## src/rtl/lcdf_pkg.sv

```systemverilog
package lcdf_pkg;

    localparam logic [7:0] SYNC_ONES = 8'hF8;
    localparam logic [7:0] DIR_READ  = 8'h04;
    localparam logic [7:0] SEL_DATA  = 8'h02;

    typedef enum logic {
        FRAME_ENCODED = 1'b0,
        FRAME_RAW     = 1'b1
    } frame_kind_e;

    typedef struct packed {
        logic sclk;
        logic mosi;
        logic cs_n;
    } link_pins_t;

    // Writes only: the direction bit never gets set.
    function automatic logic [7:0] sync_byte(input logic rs);
        return SYNC_ONES | (rs ? SEL_DATA : 8'h00);
    endfunction

    function automatic logic [7:0] upper_half(input logic [7:0] b);
        return {b[7:4], 4'b0000};
    endfunction

    function automatic logic [7:0] lower_half(input logic [7:0] b);
        return {b[3:0], 4'b0000};
    endfunction

endpackage

```

## src/rtl/lcdf_frame_builder.sv

```systemverilog
module lcdf_frame_builder
    import lcdf_pkg::*;
#(
    parameter int MAX_BYTES   = 16,
    parameter int LEN_W       = $clog2(MAX_BYTES + 1),
    parameter int FRAME_BYTES = 1 + 2 * MAX_BYTES,
    parameter int CNT_W       = $clog2(FRAME_BYTES + 1)
) (
    input  frame_kind_e              kind,
    input  logic                     rs,
    input  logic [LEN_W-1:0]         len,
    input  logic [MAX_BYTES*8-1:0]   payload,
    output logic [FRAME_BYTES*8-1:0] frame,
    output logic [CNT_W-1:0]         frame_bytes,
    output logic                     len_ok
);
    localparam int FW = FRAME_BYTES * 8;

    logic [FW-1:0] enc_frame;
    logic [FW-1:0] raw_frame;

    // Frame byte k sits at bits [FW-1-8k -: 8], so byte 0 is shifted first.
    assign enc_frame[FW-1 -: 8] = sync_byte(rs);
    assign raw_frame[FW-8*MAX_BYTES-1:0] = '0;

    for (genvar i = 0; i < MAX_BYTES; i++) begin : g_byte
        assign enc_frame[FW-1-8*(1+2*i) -: 8] = upper_half(payload[8*i +: 8]);
        assign enc_frame[FW-1-8*(2+2*i) -: 8] = lower_half(payload[8*i +: 8]);
        assign raw_frame[FW-1-8*i -: 8]       = payload[8*i +: 8];
    end

    always_comb begin
        len_ok = (len != '0) && (int'(len) <= MAX_BYTES);
        if (kind == FRAME_RAW) begin
            frame       = raw_frame;
            frame_bytes = CNT_W'(len);
        end else begin
            frame       = enc_frame;
            frame_bytes = CNT_W'(1) + (CNT_W'(len) << 1);
        end
    end

endmodule

```

## src/rtl/lcdf_shifter.sv

```systemverilog
module lcdf_shifter
    import lcdf_pkg::*;
#(
    parameter int FRAME_BYTES = 33,
    parameter int HALF_DIV    = 2,
    parameter int CNT_W       = $clog2(FRAME_BYTES + 1),
    parameter int BIT_W       = CNT_W + 3,
    parameter int DIV_W       = $clog2(HALF_DIV) + 1
) (
    input  logic                     clk,
    input  logic                     rst,
    input  logic                     start,
    input  logic [FRAME_BYTES*8-1:0] frame,
    input  logic [CNT_W-1:0]         frame_bytes,
    output logic                     busy,
    output logic                     done,
    output link_pins_t               pins
);
    localparam int FW = FRAME_BYTES * 8;

    logic [FW-1:0]    sreg;
    logic [BIT_W-1:0] bits_left;
    logic [DIV_W-1:0] div_cnt;
    logic             sclk_q;
    logic             half_end;

    assign half_end = (div_cnt == DIV_W'(HALF_DIV - 1));

    always_ff @(posedge clk) begin
        if (rst) begin
            busy      <= 1'b0;
            done      <= 1'b0;
            sclk_q    <= 1'b0;
            div_cnt   <= '0;
            bits_left <= '0;
            sreg      <= '0;
        end else begin
            done <= 1'b0;
            if (!busy) begin
                if (start) begin
                    busy      <= 1'b1;
                    sreg      <= frame;
                    bits_left <= BIT_W'(frame_bytes) << 3;
                    div_cnt   <= '0;
                    sclk_q    <= 1'b0;
                end
            end else if (!half_end) begin
                div_cnt <= div_cnt + 1'b1;
            end else begin
                div_cnt <= '0;
                if (!sclk_q) begin
                    sclk_q <= 1'b1;
                end else begin
                    sclk_q <= 1'b0;
                    if (bits_left == BIT_W'(1)) begin
                        busy <= 1'b0;
                        done <= 1'b1;
                    end else begin
                        sreg      <= sreg << 1;
                        bits_left <= bits_left - 1'b1;
                    end
                end
            end
        end
    end

    assign pins.sclk = sclk_q;
    assign pins.mosi = busy & sreg[FW-1];
    assign pins.cs_n = ~busy;

    a_r6_mosi_stable_high: assert property (@(posedge clk) disable iff (rst)
        (pins.sclk && $past(pins.sclk)) |-> $stable(pins.mosi));

    a_r6_sclk_idle_low: assert property (@(posedge clk) disable iff (rst)
        pins.cs_n |-> !pins.sclk);

    a_r8_done_single: assert property (@(posedge clk) disable iff (rst)
        done |=> !done);

    a_r7_done_with_deselect: assert property (@(posedge clk) disable iff (rst)
        done |-> (pins.cs_n && $past(busy)));

    a_r7_bits_remaining: assert property (@(posedge clk) disable iff (rst)
        busy |-> (bits_left != '0));

endmodule

```

## src/rtl/lcd_serial_framer.sv

```systemverilog
module lcd_serial_framer
    import lcdf_pkg::*;
#(
    parameter int MAX_BYTES = 16,
    parameter int HALF_DIV  = 2,
    parameter int LEN_W     = $clog2(MAX_BYTES + 1)
) (
    input  logic                   clk,
    input  logic                   rst,
    input  logic                   req_valid,
    input  logic                   req_raw,
    input  logic                   req_rs,
    input  logic [LEN_W-1:0]       req_len,
    input  logic [MAX_BYTES*8-1:0] req_data,
    output logic                   busy,
    output logic                   done,
    output logic                   spi_sclk,
    output logic                   spi_mosi,
    output logic                   spi_cs_n
);
    localparam int FRAME_BYTES = 1 + 2 * MAX_BYTES;
    localparam int CNT_W       = $clog2(FRAME_BYTES + 1);

    logic [FRAME_BYTES*8-1:0] frame;
    logic [CNT_W-1:0]         frame_bytes;
    logic                     len_ok;
    logic                     start;
    frame_kind_e              kind;
    link_pins_t               pins;

    assign kind  = req_raw ? FRAME_RAW : FRAME_ENCODED;
    assign start = req_valid & len_ok & ~busy;

    lcdf_frame_builder #(
        .MAX_BYTES  (MAX_BYTES),
        .LEN_W      (LEN_W),
        .FRAME_BYTES(FRAME_BYTES),
        .CNT_W      (CNT_W)
    ) u_build (
        .kind       (kind),
        .rs         (req_rs),
        .len        (req_len),
        .payload    (req_data),
        .frame      (frame),
        .frame_bytes(frame_bytes),
        .len_ok     (len_ok)
    );

    lcdf_shifter #(
        .FRAME_BYTES(FRAME_BYTES),
        .HALF_DIV   (HALF_DIV),
        .CNT_W      (CNT_W)
    ) u_shift (
        .clk        (clk),
        .rst        (rst),
        .start      (start),
        .frame      (frame),
        .frame_bytes(frame_bytes),
        .busy       (busy),
        .done       (done),
        .pins       (pins)
    );

    assign spi_sclk = pins.sclk;
    assign spi_mosi = pins.mosi;
    assign spi_cs_n = pins.cs_n;

    a_r10_bad_length_idle: assert property (@(posedge clk) disable iff (rst)
        (!busy && req_valid && !len_ok) |=> !busy);

    a_r9_no_restart: assert property (@(posedge clk) disable iff (rst)
        (busy && !done) |=> (busy || done));

endmodule

```

## config.mk

```make
export PLATFORM = sky130hd
export DESIGN_NAME = lcd_serial_framer
export DESIGN_NICKNAME = d
export VERILOG_FILES = /design/src/rtl/lcdf_pkg.sv /design/src/rtl/lcdf_frame_builder.sv /design/src/rtl/lcdf_shifter.sv /design/src/rtl/lcd_serial_framer.sv
export SDC_FILE = /design/constraint.sdc
export NUM_CORES = 1
export LEC_CHECK = 0
export CORE_MARGIN = 1.5
export CORE_UTILIZATION = 30
export DETAILED_ROUTE_END_ITERATION = 8
export PLACE_DENSITY = 0.54
export SLEW_MARGIN = 25
export SYNTH_ARGS = -nofsm -noshare
export SYNTH_HDL_FRONTEND = slang
export SYNTH_HIERARCHICAL = 1
export SYNTH_SLANG_ARGS = --single-unit
```

## constraint.sdc

```tcl
create_clock -name clk -period 2.4 [get_ports clk]
set_input_delay 0.48 -clock clk [delete_from_list [all_inputs] [get_ports clk]]
set_output_delay 0.48 -clock clk [all_outputs]
set_load 0.005 [all_outputs]
```

# == Word-level counts from Yosys, hierarchy flattened ==
# Cells that the tools add are included.
# totals
reg_bits,278
input_bits,138
out_inout_bits,5
word_cells,54
# classes
n_addsub,3
n_lt_le_gt_ge,1
n_eq_ne,5
muxes,27
bitwise_logic,6
reduce_logical,6
# ops
operator,n
264-bit 2-to-1 mux,6
9-bit 2-to-1 mux,5
1-bit 2-to-1 mux,11
9-bit by 1-bit equality test with 1-bit output (second input constant),1
9-bit by 1-bit subtractor with 9-bit output (second input constant),1
2-bit 2-to-1 mux,4
1-bit by 6-bit adder with 6-bit output (first input constant),1
6-bit 2-to-1 mux,1
2-bit inequality test (second input constant),3
5-bit less-or-equal comparator (second input constant),1
5-bit nonzero test,1
4-bit AND reduction,1
4-bit OR reduction,1
1-bit AND,3
1-bit inverter,3
2-bit by 1-bit adder with 2-bit output (second input constant),1
2-bit by 1-bit equality test with 1-bit output (second input constant),1
2-bit AND reduction,1
2-bit nonzero test,1
1-bit logical AND,1

# == Logic depth before layout (Yosys ltp) ==
# Gate-level depths: netlist of the first run.
# logic_depth
ltp_word,6
mapped_depth,9
depth_no_buf,6

# == Modules after synthesis ==
# Netlist of the first run, hierarchy kept.
# modules_own_cells
mod,instances,cells_each,area_each_um2
lcdf_shifter,1,1303,13080.0
lcdf_frame_builder,1,295,2254.7
lcd_serial_framer,1,1,8.8

# == Least setup slack after synthesis of the first run ==
# No wires, ideal clock.
# synth_path
kind,input port to flip-flop
start,input port req_len[2]
end,register u_shift.sreg[199]
arrival_time_ns,2.191
t_required_ns,2.320
path_slack_ns,0.129
path_stages,9
path_cell_list,nor4_1 > xnor2_1 > and3b_1 > nor2b_1 > buf_2 > clkbuf_1 > clkbuf_1 > nor3_1 > a211oi_2
# synth_via
elab_chain_cells,6
word_cells_on_any_way,7
classes_between,order compare (1); bitwise (2); reduce/logical (4)
# synth_rtl
element,line,rtl
start: declaration,lcd_serial_framer.sv:13,"input logic [LEN_W-1:0] req_len,"
5-bit less-or-equal comparator / 5-bit nonzero test (equally long branches),lcdf_frame_builder.sv:33,len_ok = (len != '0) && (int'(len) <= MAX_BYTES);
1-bit logical AND (*),lcdf_frame_builder.sv:33,
net len_ok,lcd_serial_framer.sv:26,logic len_ok;
1-bit AND (*) (2 in a row),lcd_serial_framer.sv:32,assign start = req_valid & len_ok & ~busy;
net start,lcd_serial_framer.sv:27,logic start;
2-bit nonzero test (no line) (*),-,
4-bit AND reduction (no line) (*),-,
end signal: assignment,lcdf_shifter.sv:42,sreg <= frame;
end signal: assignment,lcdf_shifter.sv:59,sreg <= sreg << 1;
end: declaration,lcdf_shifter.sv:21,logic [FW-1:0] sreg;
# Mark *: on every way through the listed nets, which the timed path passes. The rest lies on a longest branch.
# A chain may end at the register's enable or synchronous reset.

# == Worst setup path in the final report of the first run ==
# layout_path
start,register u_shift.busy
end,output port spi_cs_n
# layout_via
elab_chain_cells,1
# layout_rtl
element,line,rtl
start: declaration,lcdf_shifter.sv:15,"output logic busy,"
start signal: assignment,lcdf_shifter.sv:31,busy <= 1'b0;
start signal: assignment,lcdf_shifter.sv:41,busy <= 1'b1;
start signal: assignment,lcdf_shifter.sv:56,busy <= 1'b0;
1-bit inverter,lcdf_shifter.sv:69,assign pins.cs_n = ~busy;
end: declaration,lcd_serial_framer.sv:19,output logic spi_cs_n
# Every way passes these cells.

==> results.md, run 1 <==
- Most used DFF post-synth: dfxtp_1
- Slack of the critical path: 74.18 ps
- Post-DP HPWL: 24870 um
- Clock tree buffer depth: 3
- Post-layout min period: 2326 ps
- Worst Path Class, Setup: register to primary output
- Post-synth EDFFs: 0
- DRT iter0 DRCs: 614
- Critical Path RT: 1920 ps
- Synth top cells by count: dfxtp_1 (278), nor3_1 (268), mux2i_1 (265)
- Post-route cell area: 18300 um^2
- Most common cell in the netlist: dfxtp_1
- Global route total overflow: 0
- Yosys top cell by area: dfxtp_1
- Worst Skew: 29.68 ps
- Drt drc: 0
- Startpoint types: register
- Period utilization: 0.9691
- Die ar.: 52510 um^2
- Port Buffer Count: 142
- Achievable Freq: 430.0 MHz
- Total wire length: 39350 um
- # resized after CTS: 0
- RSZ-0062 raised after global routing: no
- Status: complete, no violations
- #FFs+latches synth: 278
- Synth top area cells: dfxtp_1 (36%), mux2i_1 (17%), a211oi_1 (11%)
- Htree depth: 2
- GRT Total Usage: 0.1472
- Post-synthesis adder-cell area fraction: 0.001631
- CP arrival: 1850 ps
- Compound-gate portion of the synthesized area: 0.1568
- Register area share after synthesis: 0.3627
- Initial core utilization: 0.3052
- Power per Cell Area: 682.3 nW/um^2
- Die Y: 229.2 um
- Worst Hold Class: input pin to register
- Relative slew slack: 0.3820
- Worst skew pair latency: 550 ps
- Maximum number of pins on one net before global-route repair: 98
- Synthesized cell area: 15340 um^2
- Cell variety after synth: 41
- Mean post-synth cell area: 9.596 um^2
- Max-cap violations: 0
- Cell Rows: 82
- RePlAce Congestion: 0.7587
- Leak Pwr: 0.006114 uW
- CTS tree: done
- Post-synthesis mux area share: 0.2206
- Placed Area: 17250 um^2
- Pre-antenna DRT Iters: 4
- DIE WIDTH: 229.2 um
- Setup Viol. Count Final: 0
- Final nets: 1804
- Post-Route Setup TNS: 0 ps
- I/O pins: 143
- Endpoints failing hold: 0
- Initial antenna violation count: 2
- Number of global-route vias before repair: 11740
- Critical path capture point type: primary output
- YS warnings: 6
- Cells after Synth: 1599
- Cts hold-fix bufs: 0
- Total setup buffers inserted after CTS: 0
- Area delta synth->final: 19.28%
- Largest family of logic cells by synthesized area: multiplexers
- Reg clk slew, reported paths: 50 ps
- Clock sink total: 278
- Total CTS buffers: 34
- Hold depth: 2
- Filler Cell Count: 5070
- Simple-Gate Fraction of Synth Area: 0.1585
- Place WS: -340.5 ps
- Max IR drop VDD: 0.0004055 V
- Share of the synthesized area in the top cell type: 0.3627
- WL per Instance: 16.68 um
- Asr flop ratio synth: 0
- Routed Antenna Nets: 0
- # diodes: 0
- Layout cells sized above 1: 0.1328
- CTS root buf: clkbuf_16
- Max-slew violation count: 0
- Vias after detailed routing: 11790
- Slew @ Worst Pin: 927.0 ps
- Final Power: 12490 uW
- First-pass GRT wire length: 63900 um
- R2R cell count: 5
- Core Box Area: 50270 um^2
- Via/cell ratio: 4.999
- XOR/XNOR share of the synthesized area: 0.0005708
- Crit path max fanout: 20
## path summary, 6_finish.rpt
kind | end | slack, ps | from
max reg2reg | u_shift/bits_left[2] | 360 | u_shift/busy
min | u_shift/sreg[233] | 430 | rst
max | spi_cs_n | 70 | u_shift/busy
min reg2reg | u_shift/div_cnt[1] | 490 | u_shift/div_cnt[1]
## per-layer routing
layer,vias up,wire length (um),global-route usage
met5,-,31,0
met4,4,806,0.04359
met3,49,1325,0.02440
met2,163,18170,0.2366
met1,5651,19020,0.2014
li1,5926,-,-
## final cells by class
type,instances,area (um^2),area share
Multi-Input combinational cell,1138,8536,0.4664
Sequential cell,278,5569,0.3043
Timing Repair Buffer,205,2276,0.1244
Clock buffer,54,1007,0.05504
Tap cell,672,840.8,0.04594
Clock inverter,5,46.29,0.002530
Inverter,7,26.28,0.001436
## state kept, by name (all words and copies together), names as in the netlist
register / count
u_shift/sreg: 264
u_shift/bits_left: 9
u_shift/div_cnt: 2
u_shift/busy: 1
u_shift/done: 1
u_shift/sclk_q: 1
## logic make-up after synthesis
group                      after synthesis
xor gates and xnor gates                 1
muxes                                  330
DFF                                    278
buffers and inverters                  250
adders and majority gates                2
AOI/OAI and AO/OA                      294
and+or+nand+nor                        443
other                                    1
## worst max-delay path, stage by stage (launching register included)
cell and delay (ps):
dfxtp_4 430, inv_1 310, clkdlybuf4s50_1 580
## power by group
part	internal, uW	total, uW	switching, uW
clock	2890	4930	2040
sequential	5010	5220	218
combinational	1160	2330	1170
## per-stage QoR
| stage | std cells | hold slack, ps | util |
|---|---|---|---|
| floorplan | 1666 | 447.6 | - |
| global placement | 2300 | 460.0 | 0.3431 |
| detailed placement | 2300 | 483.2 | 0.3431 |
| CTS | 2359 | 408.9 | 0.3640 |
| global route | 2359 | 443.1 | 0.3640 |
| finish | 2359 | 428.8 | 0.3640 |
## layout by cell type (no fill, tap or decap), types with 2 or more instances in the layout
| cell | n |
|---|---|
| nor2b_1 | 70 |
| mux2i_1 | 265 |
| o32ai_1 | 5 |
| clkinv_2 | 2 |
| conb_1 | 68 |
| nor3_1 | 268 |
| a31oi_1 | 2 |
| buf_12 | 30 |
| a211oi_1 | 220 |
| and3_1 | 3 |
| nand2_1 | 13 |
| and2_1 | 63 |
| ha_1 | 2 |
| nand2b_1 | 7 |
| clkbuf_1 | 13 |
| mux2_2 | 61 |
| a211oi_2 | 44 |
| nor4_1 | 2 |
| buf_4 | 33 |
| a22oi_1 | 2 |
| inv_1 | 7 |
| dfxtp_1 | 277 |
| a2111oi_0 | 2 |
| clkdlybuf4s50_1 | 140 |
| nor2_1 | 7 |
| clkbuf_16 | 35 |
| clkbuf_8 | 6 |
| mux2_1 | 4 |
| nand3_1 | 3 |
| a21oi_1 | 13 |
Note: power is estimated with default switching activity, not from simulation.
==> run 2: changes to the inputs <==
--- a/config.mk
+++ b/config.mk
@@ -9,7 +9,7 @@
 export CORE_UTILIZATION = 30
 export DETAILED_ROUTE_END_ITERATION = 8
 export PLACE_DENSITY = 0.54
-export SLEW_MARGIN = 25
+export SLEW_MARGIN = 10
 export SYNTH_ARGS = -nofsm -noshare
 export SYNTH_HDL_FRONTEND = slang
 export SYNTH_HIERARCHICAL = 1
==> results of run 2 <==
Same layout as run 1: the final DEF is identical, and so are final timing and power.
